File: src/rtl/vtg_pkg.sv
package vtg_pkg;

  // Pair of master sync signals after polarity correction.
  typedef struct packed {
    logic vs;
    logic hs;
  } xsync_t;

  // Signed distance from tgt to pos on a circle of length total,
  // folded into the range -total/2 .. +total/2.
  function automatic int wrap_err(int pos, int tgt, int total);
    int d;
    d = pos - tgt;
    if (d > total / 2)
      d = d - total;
    else if (d < -(total / 2))
      d = d + total;
    return d;
  endfunction

endpackage

File: src/rtl/vtg_sync2.sv
module vtg_sync2 #(
  parameter int W = 2
) (
  input  logic         clk_i,
  input  logic         rst_i,
  input  logic [W-1:0] d_i,
  output logic [W-1:0] q_o
);

  for (genvar i = 0; i < W; i++) begin : g_bit
    logic meta;
    logic stab;

    always_ff @(posedge clk_i) begin
      if (rst_i) begin
        meta <= 1'b0;
        stab <= 1'b0;
      end else begin
        meta <= d_i[i];
        stab <= meta;
      end
    end

    assign q_o[i] = stab;
  end

endmodule

File: src/rtl/vtg_raster.sv
module vtg_raster #(
  parameter  int HA  = 1920,
  parameter  int HFP = 88,
  parameter  int HSW = 44,
  parameter  int HBP = 148,
  parameter  int VA  = 1080,
  parameter  int VFP = 4,
  parameter  int VSW = 5,
  parameter  int VBP = 36,
  localparam int HT  = HA + HFP + HSW + HBP,
  localparam int VT  = VA + VFP + VSW + VBP,
  localparam int HW  = $clog2(HT),
  localparam int VW  = $clog2(VT)
) (
  input  logic          clk_i,
  input  logic          rst_i,
  input  logic          load_i,
  input  logic [HW-1:0] load_h_i,
  input  logic [VW-1:0] load_v_i,
  output logic [HW-1:0] h_o,
  output logic [VW-1:0] v_o,
  output logic          sof_o,
  output logic          hs_o,
  output logic          vs_o,
  output logic          de_o
);

  localparam logic [HW-1:0] H_LAST = HW'(HT - 1);
  localparam logic [VW-1:0] V_LAST = VW'(VT - 1);
  localparam logic [HW-1:0] H_ACT  = HW'(HA);
  localparam logic [HW-1:0] HS_ON  = HW'(HA + HFP);
  localparam logic [HW-1:0] HS_OFF = HW'(HA + HFP + HSW);
  localparam logic [VW-1:0] V_ACT  = VW'(VA);
  localparam logic [VW-1:0] VS_ON  = VW'(VA + VFP);
  localparam logic [VW-1:0] VS_OFF = VW'(VA + VFP + VSW);

  logic [HW-1:0] h_q;
  logic [VW-1:0] v_q;

  // Position counters; a load overrides the normal advance.
  always_ff @(posedge clk_i) begin
    if (rst_i) begin
      h_q <= '0;
      v_q <= '0;
    end else if (load_i) begin
      h_q <= load_h_i;
      v_q <= load_v_i;
    end else if (h_q == H_LAST) begin
      h_q <= '0;
      v_q <= (v_q == V_LAST) ? '0 : v_q + 1'b1;
    end else begin
      h_q <= h_q + 1'b1;
    end
  end

  // Registered decode: outputs trail the counters by one clock.
  always_ff @(posedge clk_i) begin
    if (rst_i) begin
      hs_o <= 1'b0;
      vs_o <= 1'b0;
      de_o <= 1'b0;
    end else begin
      hs_o <= (h_q >= HS_ON) && (h_q < HS_OFF);
      vs_o <= (v_q >= VS_ON) && (v_q < VS_OFF);
      de_o <= (h_q < H_ACT) && (v_q < V_ACT);
    end
  end

  assign h_o   = h_q;
  assign v_o   = v_q;
  assign sof_o = (h_q == '0) && (v_q == '0);

  // horizontal position never leaves the line
  p_h_bound_r1: assert property (@(posedge clk_i) disable iff (rst_i)
    h_q <= H_LAST);

  // end of line returns to pixel 0 and advances or wraps the line
  p_line_advance_r1: assert property (@(posedge clk_i) disable iff (rst_i)
    (!load_i && h_q == H_LAST) |=> (h_q == '0) &&
                                    ((v_q == '0) || (v_q == $past(v_q) + 1'b1)));

  // vertical sync lines carry no active video
  p_vs_blank_r1: assert property (@(posedge clk_i) disable iff (rst_i)
    vs_o |-> !de_o);

endmodule

File: src/rtl/vtg_lock.sv
module vtg_lock #(
  parameter  int TOTAL = 2475000,
  parameter  int TOL   = 16,
  parameter  int TGT   = 0,
  localparam int PW    = $clog2(TOTAL)
) (
  input  logic          clk_i,
  input  logic          rst_i,
  input  logic          en_i,
  input  logic          det_i,
  input  logic [PW-1:0] pos_i,
  output logic          reload_o,
  output logic          lock_o
);

  localparam int            LIMIT   = (3 * TOTAL) / 2;
  localparam int            TW      = $clog2(LIMIT + 1);
  localparam logic [TW-1:0] LIMIT_T = TW'(LIMIT);

  int            err;
  logic          outside;
  logic          seen_q;
  logic [TW-1:0] quiet_q;

  always_comb begin
    err     = vtg_pkg::wrap_err(int'(pos_i), TGT, TOTAL);
    outside = (err > TOL) || (err < -TOL);
  end

  assign reload_o = en_i && det_i && outside;

  always_ff @(posedge clk_i) begin
    if (rst_i || !en_i) begin
      quiet_q <= '0;
      seen_q  <= 1'b0;
      lock_o  <= 1'b0;
    end else if (det_i) begin
      quiet_q <= '0;
      if (outside) begin
        seen_q <= 1'b0;
        lock_o <= 1'b0;
      end else begin
        seen_q <= 1'b1;
        if (seen_q) lock_o <= 1'b1;
      end
    end else if (quiet_q == LIMIT_T) begin
      seen_q <= 1'b0;
      lock_o <= 1'b0;
    end else begin
      quiet_q <= quiet_q + 1'b1;
    end
  end

  // a re-alignment always clears the lock flag
  p_reload_unlock_r5: assert property (@(posedge clk_i) disable iff (rst_i)
    reload_o |=> !lock_o);

  // a master silence of 1.5 frames clears the lock flag
  p_silence_unlock_r6: assert property (@(posedge clk_i) disable iff (rst_i)
    (en_i && !det_i && quiet_q == LIMIT_T) |=> !lock_o);

  // no lock while the master reference is disabled
  p_disabled_r11: assert property (@(posedge clk_i) disable iff (rst_i)
    !en_i |=> !lock_o);

endmodule

File: src/rtl/vtg_genlock.sv
module vtg_genlock #(
  parameter int HA       = 1920,
  parameter int HFP      = 88,
  parameter int HSW      = 44,
  parameter int HBP      = 148,
  parameter int VA       = 1080,
  parameter int VFP      = 4,
  parameter int VSW      = 5,
  parameter int VBP      = 36,
  parameter int LOCK_TOL = 16
) (
  input  logic       clk_i,
  input  logic       rst_i,
  input  logic       ext_en_i,
  input  logic       ext_hs_en_i,
  input  logic       interlace_i,
  input  logic [1:0] sync_pol_i,
  input  logic       ext_vs_i,
  input  logic       ext_hs_i,
  output logic       hs_o,
  output logic       vs_o,
  output logic       de_o,
  output logic       field_o,
  output logic       lock_o
);

  localparam int HT        = HA + HFP + HSW + HBP;
  localparam int VT        = VA + VFP + VSW + VBP;
  localparam int TOTAL     = HT * VT;
  localparam int HW        = $clog2(HT);
  localparam int VW        = $clog2(VT);
  localparam int PW        = $clog2(TOTAL);
  // Clocks from the first sampling edge to the edge-detect cycle.
  localparam int ALIGN_LAT = 2;
  localparam int SYNC_LINE = VA + VFP;
  localparam int TGT       = SYNC_LINE * HT + ALIGN_LAT;

  vtg_pkg::xsync_t raw, syn;
  logic            vs_d;
  logic            det;
  logic [HW-1:0]   h_cnt;
  logic [VW-1:0]   v_cnt;
  logic [PW-1:0]   pos;
  logic            sof;
  logic            reload;
  logic            pend_q;
  logic            pvld_q;
  logic            field_q;

  assign raw.vs = ext_vs_i ^ sync_pol_i[0];
  assign raw.hs = ext_hs_i ^ sync_pol_i[1];

  vtg_sync2 #(.W(2)) u_sync (
    .clk_i (clk_i),
    .rst_i (rst_i),
    .d_i   (raw),
    .q_o   (syn)
  );

  always_ff @(posedge clk_i) begin
    if (rst_i) vs_d <= 1'b0;
    else       vs_d <= syn.vs;
  end

  assign det = syn.vs & ~vs_d;
  assign pos = PW'(v_cnt) * PW'(HT) + PW'(h_cnt);

  vtg_raster #(
    .HA(HA), .HFP(HFP), .HSW(HSW), .HBP(HBP),
    .VA(VA), .VFP(VFP), .VSW(VSW), .VBP(VBP)
  ) u_raster (
    .clk_i    (clk_i),
    .rst_i    (rst_i),
    .load_i   (reload),
    .load_h_i (HW'(ALIGN_LAT + 1)),
    .load_v_i (VW'(SYNC_LINE)),
    .h_o      (h_cnt),
    .v_o      (v_cnt),
    .sof_o    (sof),
    .hs_o     (hs_o),
    .vs_o     (vs_o),
    .de_o     (de_o)
  );

  vtg_lock #(
    .TOTAL (TOTAL),
    .TOL   (LOCK_TOL),
    .TGT   (TGT)
  ) u_lock (
    .clk_i    (clk_i),
    .rst_i    (rst_i),
    .en_i     (ext_en_i),
    .det_i    (det),
    .pos_i    (pos),
    .reload_o (reload),
    .lock_o   (lock_o)
  );

  // Field: a decoded field waits for the next frame start; without one
  // the flag alternates.
  always_ff @(posedge clk_i) begin
    if (rst_i || !interlace_i) begin
      field_q <= 1'b0;
      pend_q  <= 1'b0;
      pvld_q  <= 1'b0;
    end else if (sof) begin
      field_q <= pvld_q ? pend_q : ~field_q;
      pvld_q  <= 1'b0;
    end else if (det && ext_en_i && ext_hs_en_i) begin
      pend_q <= ~syn.hs;
      pvld_q <= 1'b1;
    end
  end

  assign field_o = field_q;

  // a progressive raster never reports the second field
  p_prog_field_r9: assert property (@(posedge clk_i) disable iff (rst_i)
    !interlace_i |=> !field_o);

endmodule

File: config.mk
export PLATFORM = sky130hd
export DESIGN_NAME = vtg_genlock
export DESIGN_NICKNAME = d
export VERILOG_FILES = /design/src/rtl/vtg_pkg.sv /design/src/rtl/vtg_sync2.sv /design/src/rtl/vtg_raster.sv /design/src/rtl/vtg_lock.sv /design/src/rtl/vtg_genlock.sv
export SDC_FILE = /design/constraint.sdc
export NUM_CORES = 1
export LEC_CHECK = 0
export BUFFER_PORTS_ARGS = -buffer_cell sky130_fd_sc_hd__buf_2
export CAP_MARGIN = 15
export CORE_MARGIN = 2
export CORE_UTILIZATION = 56
export DETAILED_ROUTE_END_ITERATION = 16
export GPL_TIMING_DRIVEN = 0
export PLACE_DENSITY = 0.75
export REMOVE_ABC_BUFFERS = 1
export SLEW_MARGIN = 10
export SYNTH_ARGS = -nofsm -noshare
export SYNTH_HDL_FRONTEND = slang
export SYNTH_SLANG_ARGS = --single-unit
File: constraint.sdc
create_clock -name clk_i -period 7.03 [get_ports clk_i]
set_input_delay 1.406 -clock clk_i [delete_from_list [all_inputs] [get_ports clk_i]]
set_output_delay 1.406 -clock clk_i [all_outputs]
set_load 0.05 [all_outputs]
==> flow_metrics.tcl, run 1 <==
set metrics [dict create \
    worst-setup-path-type "register to register" \
    end_kind "register" \
    drc 0 \
    synthAdderAreaFrac_pct 17.8 \
    place_congestion 0.928 \
    synth_compound_gate_area_share_pct 22.3 \
    final_util_pct 76.3 \
    gr-total-overflow 0 \
    numPlacedInstances 1141 \
    viasPerCell 6.42 \
    outcome "finished with violations" \
    skew_ns 0.00720 \
    synth-xor-area-share_pct 12.6 \
    synth_top_family_by_area "simple AND/OR/NAND/NOR gates" \
    area_delta_synth_final_pct 32.1 \
    layoutNonFillerInstCount 1243 \
    ys_warn_count 0 \
    drive_gt1_share_pct 29.7 \
    setup_violations 25 \
    crit_path_start_kind "register" \
    max_slew_margin_pct 36.1 \
    grt_pass1_vias 7274 \
    vdd_drop_max_mv 0.152 \
    floorplan.initialDensity_pct 57.7 \
    maxCapViolations 0 \
    n_antenna_cell 0 \
    startpoint "u_raster.v_o[5]" \
    cp.arrival_ns 7.58 \
    fin_crit_ns 7.33 \
    cp-endpoint "u_raster.h_o[11]" \
    required_ns 7.28 \
    clockBufferDepth 2 \
    dp_slack_ns -1.47 \
    dpl.hpwl_microns 14700 \
    io_pins 14 \
    synth_enable_flop_cells 0 \
    syn_avg_cell_area_sq_um 7.89 \
    numCtsBuffers 9 \
    timing.hold.worst.class "register to register" \
    syn_area_sq_um 7700 \
    rows 42 \
    leakage_uw 0.00409 \
    violations "setup timing" \
    die_w_microns 121 \
    worstMarginPinSlew_ns 0.955 \
    grt_pass1_wl_microns 35400 \
    max_stage_delay_ns 0.53 \
    power_uw 1200 \
    core_area_sq_um 13300 \
    powerDensity_nw_per_um2 118 \
    rsz0062_at_grt "true" \
    fmax_mhz 136 \
    synth_seq_cells 58 \
    worst_slack_ns -0.303 \
    synth_simple_gate_area_share_pct 26.0 \
    slew_violations 0 \
    antenna_found_initial 0 \
    die_h_microns 121 \
    r2r_start "u_raster.v_o[5]" \
    post_drt_wl_per_cell_microns 19.4 \
    ant_nets 0 \
    netlist_instances 976 \
    via_count 7978 \
    clock-sinks 58 \
    layout_worst_path_cycle_share_pct 104 \
    synth_ff_type "dfxtp_1" \
    r2r_cells 35 \
    muxShareOfSynthArea_pct 1.07 \
    cts_root_buf "clkbuf_16" \
    ys_seq_area_share_pct 15.1 \
    dieArea_sq_um 14700 \
    r2r_slack_ns -0.30 \
    h-tree-depth 3 \
    crit_fanout 6 \
    clock_latency_ns 0.33 \
    setup_tns_ns -5.72 \
    synth_cell_types 95 \
    r2r-end "u_raster.h_o[11]" \
    detail_route.first_pass.iterations 8 \
    grt_max_degree 23 \
    crit_slowest_cell "fa_1" \
    synth-async-reset-ratio_pct 0 \
    nets 1173 \
    io_buffers 13 \
    tritoncts "yes" \
    grt_usage_pct 29.5 \
    drt-total-wl_microns 24200 \
    hold_viol_final 0 \
    clkSlewWorstSetupHoldPaths_ns 0.06 \
    drt_iter0_drc 788 \
]
where the power goes:
part | internal [uW] | switching [uW]
logic | 146 | 208
clock network | 346 | 163
registers | 334 | 8.07
repair_timing:
action | 4_1_cts | 5_1_grt
pin swaps | 62 | 74
buffers inserted | 57 | 28
hold buffers | 0 | 0
cloned | 1 | 0
resized for setup | 144 | 83
setup endpoints to repair | 25 | 25
cell usage after synthesis, types with 10 or more instances:
library cell | count | area share (%)
a21o_1 | 14 | 1.4
a21oi_1 | 55 | 3.6
a31oi_1 | 11 | 0.89
and2_1 | 11 | 0.89
and3_1 | 11 | 0.89
buf_2 | 10 | 0.65
clkbuf_1 | 11 | 0.54
dfxtp_1 | 58 | 15
fa_1 | 13 | 3.4
ha_1 | 89 | 14
inv_1 | 74 | 3.6
nand2_1 | 81 | 3.9
nand2b_1 | 11 | 0.89
nand3_1 | 42 | 2.7
nand4_1 | 17 | 1.4
nor2_1 | 76 | 3.7
nor2b_1 | 11 | 0.89
nor3_1 | 37 | 2.4
nor3b_1 | 10 | 0.97
nor4_1 | 11 | 0.89
o21ai_0 | 23 | 1.5
o21ai_1 | 10 | 0.65
or3_1 | 12 | 0.97
xnor2_1 | 73 | 8.3
xor2_1 | 30 | 3.4
worst min-delay path by stage:
stage / from / slack [ns] / to / depth (start not counted)
4_1_cts: u_sync.g_bit[0].stab / 0.43 / pend_q / 1
5_1_grt: u_sync.g_bit[0].stab / 0.43 / pend_q / 1
6_report: u_sync.g_bit[0].stab / 0.43 / pend_q / 1
3_5_place_dp: u_sync.g_bit[0].stab / 0.41 / pend_q / 1
2_1_floorplan: u_sync.g_bit[0].stab / 0.39 / pend_q / 1
3_3_place_gp: u_sync.g_bit[0].stab / 0.40 / pend_q / 1
per-layer routing:
layer,up-vias,global-route usage (%),routed length [microns]
li1,3734,-,-
met1,3746,36.9,9580
met2,378,51.4,11800
met3,120,4.65,1460
met4,0,10.4,1330
met5,-,0,0
registers in the layout, indices dropped and copies added, names as in the netlist:
signal	cells
pend_q	1
u_raster.h_o	12
vs_d	1
u_raster.v_o	11
u_raster.vs_o	1
u_sync.g_bit.meta	2
u_lock.lock_o	1
pvld_q	1
u_lock.quiet_q	22
u_raster.de_o	1
field_o	1
u_raster.hs_o	1
u_sync.g_bit.stab	2
u_lock.seen_q	1
worst max-delay path, delay by kind of cell (launching register included):
| family | cells | cell delay [ns] |
|---|---|---|
| DFF | 1 | 0.35 |
| adders and majority gates | 6 | 1.82 |
| AOI/OAI and AO/OA | 12 | 2.68 |
| xor gates and xnor gates | 3 | 0.45 |
| and+or+nand+nor | 3 | 0.58 |
| buffers and inverters | 11 | 1.34 |
layout make-up:
cell class | instances | area, sq um
Tap cell | 176 | 220
Fill cell | 912 | 3170
Timing Repair Buffer | 100 | 836
Clock inverter | 7 | 116
Inverter | 74 | 285
Clock buffer | 9 | 225
Sequential cell | 58 | 1190
Multi-Input combinational cell | 819 | 7310
kinds of logic (layout without fill, tap and decap cells):
group / Yosys count / after routing
adders and majority gates: 102 / 102
DFF: 58 / 58
muxes: 8 / 8
xor gates and xnor gates: 107 / 107
and+or+nand+nor: 377 / 377
AOI/OAI and AO/OA: 225 / 225
buffers and inverters: 99 / 190
stage by stage:
step                area, sq um  hold WS (ns)
floorplan                  7590         0.389
global placement           7870         0.397
detailed placement         7890         0.414
CTS                        9420         0.429
global route              10200         0.432
finish                    10200         0.427
layout by cell type, fill, tap and decap left out, types with 12 or more instances in the layout:
master / count
a21o_1: 14
a21oi_1: 42
buf_2: 14
buf_4: 68
buf_6: 12
dfxtp_1: 49
ha_1: 67
ha_4: 16
inv_1: 69
nand2_1: 78
nand3_1: 41
nand4_1: 17
nor2_1: 70
nor3_1: 20
nor3_2: 13
o21ai_0: 21
xnor2_1: 55
xnor2_2: 12
xor2_1: 26
(Power assumes the default switching activity.)
==> inputs of run 2 (changes only) <==
- PLACE_DENSITY: 0.75 -> 0.72
- SKIP_CTS_REPAIR_TIMING: not set -> 1
- clock period: 7.03 -> 7.1 ns (I/O delays scaled with it)
==> flow_metrics.tcl, run 2 (synthesis gave the netlist of run 1 again) <==
set metrics [dict create \
    crit_slowest_cell "fa_2" \
    cts_root_buf "clkbuf_16" \
    rsz0062_at_grt "true" \
    tritoncts "yes" \
    holdCritStartpoint "u_sync.g_bit[0].stab" \
    timing.hold.worst.class "register to register" \
    hold_viol_final 0 \
    rows 42 \
    max_slew_margin_pct 15.8 \
    die_w_microns 121 \
    area_delta_synth_final_pct 26.3 \
    die_h_microns 121 \
    grt_max_degree 23 \
    worst_slack_ns -0.178 \
    clockBufferDepth 2 \
    n_antenna_cell 0 \
    cpMostUsedCell "ha_4" \
    antenna_found_initial 0 \
    via_count 7528 \
    powerDensity_nw_per_um2 116 \
    clock_latency_ns 0.33 \
    h-tree-depth 3 \
    post_drt_wl_per_cell_microns 17.8 \
    hold_depth 1 \
    final_common_cell "nand2_1" \
    dieArea_sq_um 14700 \
    drt_iter0_drc 609 \
    numCtsBuffers 9 \
    slew_violations 0 \
    viasPerCell 6.21 \
    dpl.hpwl_microns 14800 \
    r2r_slack_ns -0.18 \
    setup_violations 24 \
    worst-setup-path-type "register to register" \
    gr-total-overflow 0 \
    fillCellCount 1009 \
    place_congestion 0.915 \
    max_stage_delay_ns 0.57 \
    final_cell_mix "nand2_1, nor2_1, inv_1, ha_1, xnor2_1" \
    r2r_cells 29 \
    critPathBufInv 2 \
    worstMarginPinSlew_ns 1.25 \
    cp_num_cells 29 \
    leakage_uw 0.00384 \
    multi_input_area_sq_um 7200 \
    r2r-end "u_lock.lock_o" \
    skew_ns 0.00490 \
    detail_route.first_pass.iterations 6 \
    layout_worst_path_cycle_share_pct 103 \
    final_util_pct 72.9 \
    regArea_sq_um 1190 \
    fmax_mhz 137 \
    io_pins 14 \
    vdd_drop_max_mv 0.117 \
    drc 0 \
    maxCapViolations 0 \
    fin_crit_ns 7.28 \
    drive_gt1_share_pct 26.4 \
    hold_end "pend_q" \
    end_kind "register" \
    outcome "finished with violations" \
    drt-total-wl_microns 21600 \
    r2r_start "u_raster.v_o[4]" \
    cp.arrival_ns 7.51 \
    io_buffers 13 \
    crit_fanout 7 \
    grt_usage_pct 26.0 \
    nets 1142 \
    grt_pass1_wl_microns 31400 \
    grt_pass1_vias 6612 \
    cpLargestDelayFamily "compound AO/OA/AOI/OAI gates" \
    floorplan.initialDensity_pct 57.7 \
    violations "setup timing" \
    ant_nets 0 \
    hold_ws_ns 0.424 \
    core_area_sq_um 13300 \
    clock-sinks 58 \
    largest-register "u_lock.quiet_q" \
    largest_reg_flops 22 \
    crit_path_start_kind "register" \
    required_ns 7.33 \
    clkSlewWorstSetupHoldPaths_ns 0.05 \
]
==> run 2: cell types whose count changed in the layout (fill, tap and decap cells not counted), sizes merged <==
| cell | change |
|---|---|
| inv | -1 |
| clkbuf | +2 |
| buf | -31 |
| bufinv | -1 |
==> run 2: through the flow <==
stage	TNS [ns]	setup slack (ns)	power, uW	instances	cell area [sq um]
after floorplan	-3.58	-0.340	548	951	7590
after global placement	-39.46	-1.96	601	1140	7870
after detailed placement	-33.21	-1.60	605	1141	7890
after CTS	-33.83	-1.62	1070	1157	8210
after global routing	-11.10	-0.525	1180	1212	9730
final	-2.52	-0.178	1130	1212	9730
==> run 2: report_power, final <==
group	internal (uW)	switching, uW
Combinational	136	194
Clock	315	147
Sequential	331	7.83
Total	782	350
==> run 2: final cells by class <==
class / instances / area share, %
Clock inverter: 5 / 0.797
Clock buffer: 11 / 2.49
Multi-Input combinational cell: 819 / 74.0
Inverter: 74 / 2.98
Tap cell: 176 / 2.26
Sequential cell: 58 / 12.2
Timing Repair Buffer: 69 / 5.30
==> run 2: worst max path at each step <==
stage | from | slack, ns | to
2_1_floorplan | u_raster.v_o[5] | -0.34 | u_raster.h_o[11]
3_3_place_gp | u_raster.v_o[5] | -1.96 | u_raster.h_o[11]
4_1_cts | u_raster.v_o[5] | -1.62 | u_raster.v_o[9]
6_report | u_raster.v_o[4] | -0.18 | u_lock.lock_o
3_5_place_dp | u_raster.v_o[5] | -1.60 | u_raster.v_o[9]
5_1_grt | u_raster.v_o[4] | -0.53 | u_lock.lock_o
==> run 2: per-layer routing <==
metal | global-route usage (%) | up-vias | part of all wire, %
met5 | 0 | - | 0
met4 | 8.98 | 0 | 2.9
met3 | 3.29 | 54 | 4.1
met2 | 44.1 | 219 | 49
met1 | 34.0 | 3585 | 44
li1 | - | 3670 | -
==> inputs of run 3 (changes only) <==
- CORE_MARGIN: 2 -> 4
- CORE_UTILIZATION: 56 -> 42
- CTS_CLUSTER_SIZE: not set -> 10
- PLACE_DENSITY: 0.72 -> not set
==> flow_metrics.tcl, run 3 (synthesis gave the netlist of run 1 again) <==
set metrics [dict create \
    final_area_sq_um 9940 \
    grt_usage_pct 19.2 \
    core_area_sq_um 18000 \
    ant_nets 0 \
    viasPerCell 5.81 \
    h-tree-depth 3 \
    detail_route.first_pass.iterations 5 \
    dieArea_sq_um 20600 \
    drt_iter0_drc 385 \
    vdd_drop_max_mv 0.113 \
    dpl-instance-area_sq_um 7950 \
    crit_fanout 7 \
    largest_reg_flops 22 \
    rows 49 \
    place_congestion 0.837 \
    gr-total-overflow 0 \
    n_antenna_cell 0 \
    holdCritStartpoint "u_sync.g_bit[0].stab" \
    crit_path_start_kind "register" \
    worst-setup-path-type "register to register" \
    final_common_cell "nand2_1" \
    outcome "finished with violations" \
    die_h_microns 143 \
    hold_depth 1 \
    r2r-end "u_lock.lock_o" \
    clock-sinks 58 \
    r2r_cells 32 \
    grt_max_degree 23 \
    hold_end "pend_q" \
    layout_worst_path_cycle_share_pct 102 \
    max_stage_delay_ns 0.61 \
    cp.arrival_ns 7.51 \
    nets 1150 \
    io_pins 14 \
    largest-register "u_lock.quiet_q" \
    via_count 7394 \
    io_buffers 13 \
    violations "setup timing" \
    drive_gt1_share_pct 27.1 \
    timing.hold.worst.class "register to register" \
    cts_root_buf "clkbuf_16" \
    final_cell_mix "nand2_1, nor2_1, inv_1, ha_1" \
    fmax_mhz 138 \
    hold_ws_ns 0.427 \
    power_uw 1150 \
    max_slew_margin_pct 25.4 \
    tritoncts "yes" \
    r2r_slack_ns -0.17 \
    clkSlewWorstSetupHoldPaths_ns 0.06 \
    setup_violations 15 \
    critPathBufInv 6 \
    die_w_microns 143 \
    drt-total-wl_microns 21400 \
    cpLargestDelayFamily "adder cells" \
    post_drt_wl_per_cell_microns 16.8 \
    layoutNonFillerInstCount 1273 \
    required_ns 7.35 \
    clockBufferDepth 2 \
    fin_crit_ns 7.27 \
    skew_ns 0.00748 \
    leakage_uw 0.00394 \
    powerDensity_nw_per_um2 115 \
    worstMarginPinSlew_ns 1.11 \
    grt_pass1_wl_microns 33000 \
    hold_viol_final 0 \
    maxCapViolations 0 \
    clock_latency_ns 0.33 \
    drc 0 \
    area_delta_synth_final_pct 29.0 \
    dpl.hpwl_microns 15400 \
    worst_slack_ns -0.166 \
    rsz0062_at_grt "true" \
    end_kind "register" \
    floorplan.initialDensity_pct 42.7 \
    dp_slack_ns -1.57 \
    numPlacedInstances 1194 \
    slew_violations 0 \
    antenna_found_initial 0 \
    r2r_start "u_raster.v_o[3]" \
    crit_slowest_cell "fa_2" \
    grt_pass1_vias 6744 \
    numCtsBuffers 9 \
]
run 3: how the worst max path moves through the flow:
stage                    startpoint                to  slack, ns  cells past startpoint
floorplan           u_raster.v_o[5]  u_raster.h_o[11]      -0.34                     27
global placement    u_raster.v_o[5]   u_raster.h_o[4]      -2.18                     28
detailed placement  u_raster.v_o[5]   u_raster.v_o[8]      -1.57                     28
CTS                 u_raster.v_o[5]   u_raster.v_o[8]      -1.62                     28
global route        u_raster.v_o[3]     u_lock.lock_o      -0.41                     31
finish              u_raster.v_o[3]     u_lock.lock_o      -0.17                     32
run 3: layout make-up:
cell class / count / area (sq um)
well taps: 229 / 287
flip-flops and latches: 58 / 1180
repair buffers: 77 / 621
clock buffers: 9 / 225
fillers: 1665 / 8090
clock inverters: 7 / 101
inverters: 74 / 288
multi-input cells: 819 / 7230
run 3: per-layer routing:
metal  track usage, %  routed length [microns]  vias to the layer above
met4             4.06                      325                        0
li1                 -                        -                     3685
met1             26.3                    10000                     3536
met2             32.4                    10500                      143
met3             2.66                      542                       30
met5                0                        0                        -
run 3: per-stage QoR:
step,util [%],TNS [ns]
2_1_floorplan,-,-3.58
3_3_place_gp,44.0,-42.68
3_5_place_dp,44.1,-32.20
4_1_cts,45.9,-34.28
5_1_grt,55.1,-5.81
6_report,55.1,-0.489
run 3: power breakdown:
| group | internal, uW | switching [uW] |
|---|---|---|
| registers | 330 | 7.82 |
| clock network | 309 | 171 |
| logic | 135 | 194 |
| total | 775 | 373 |
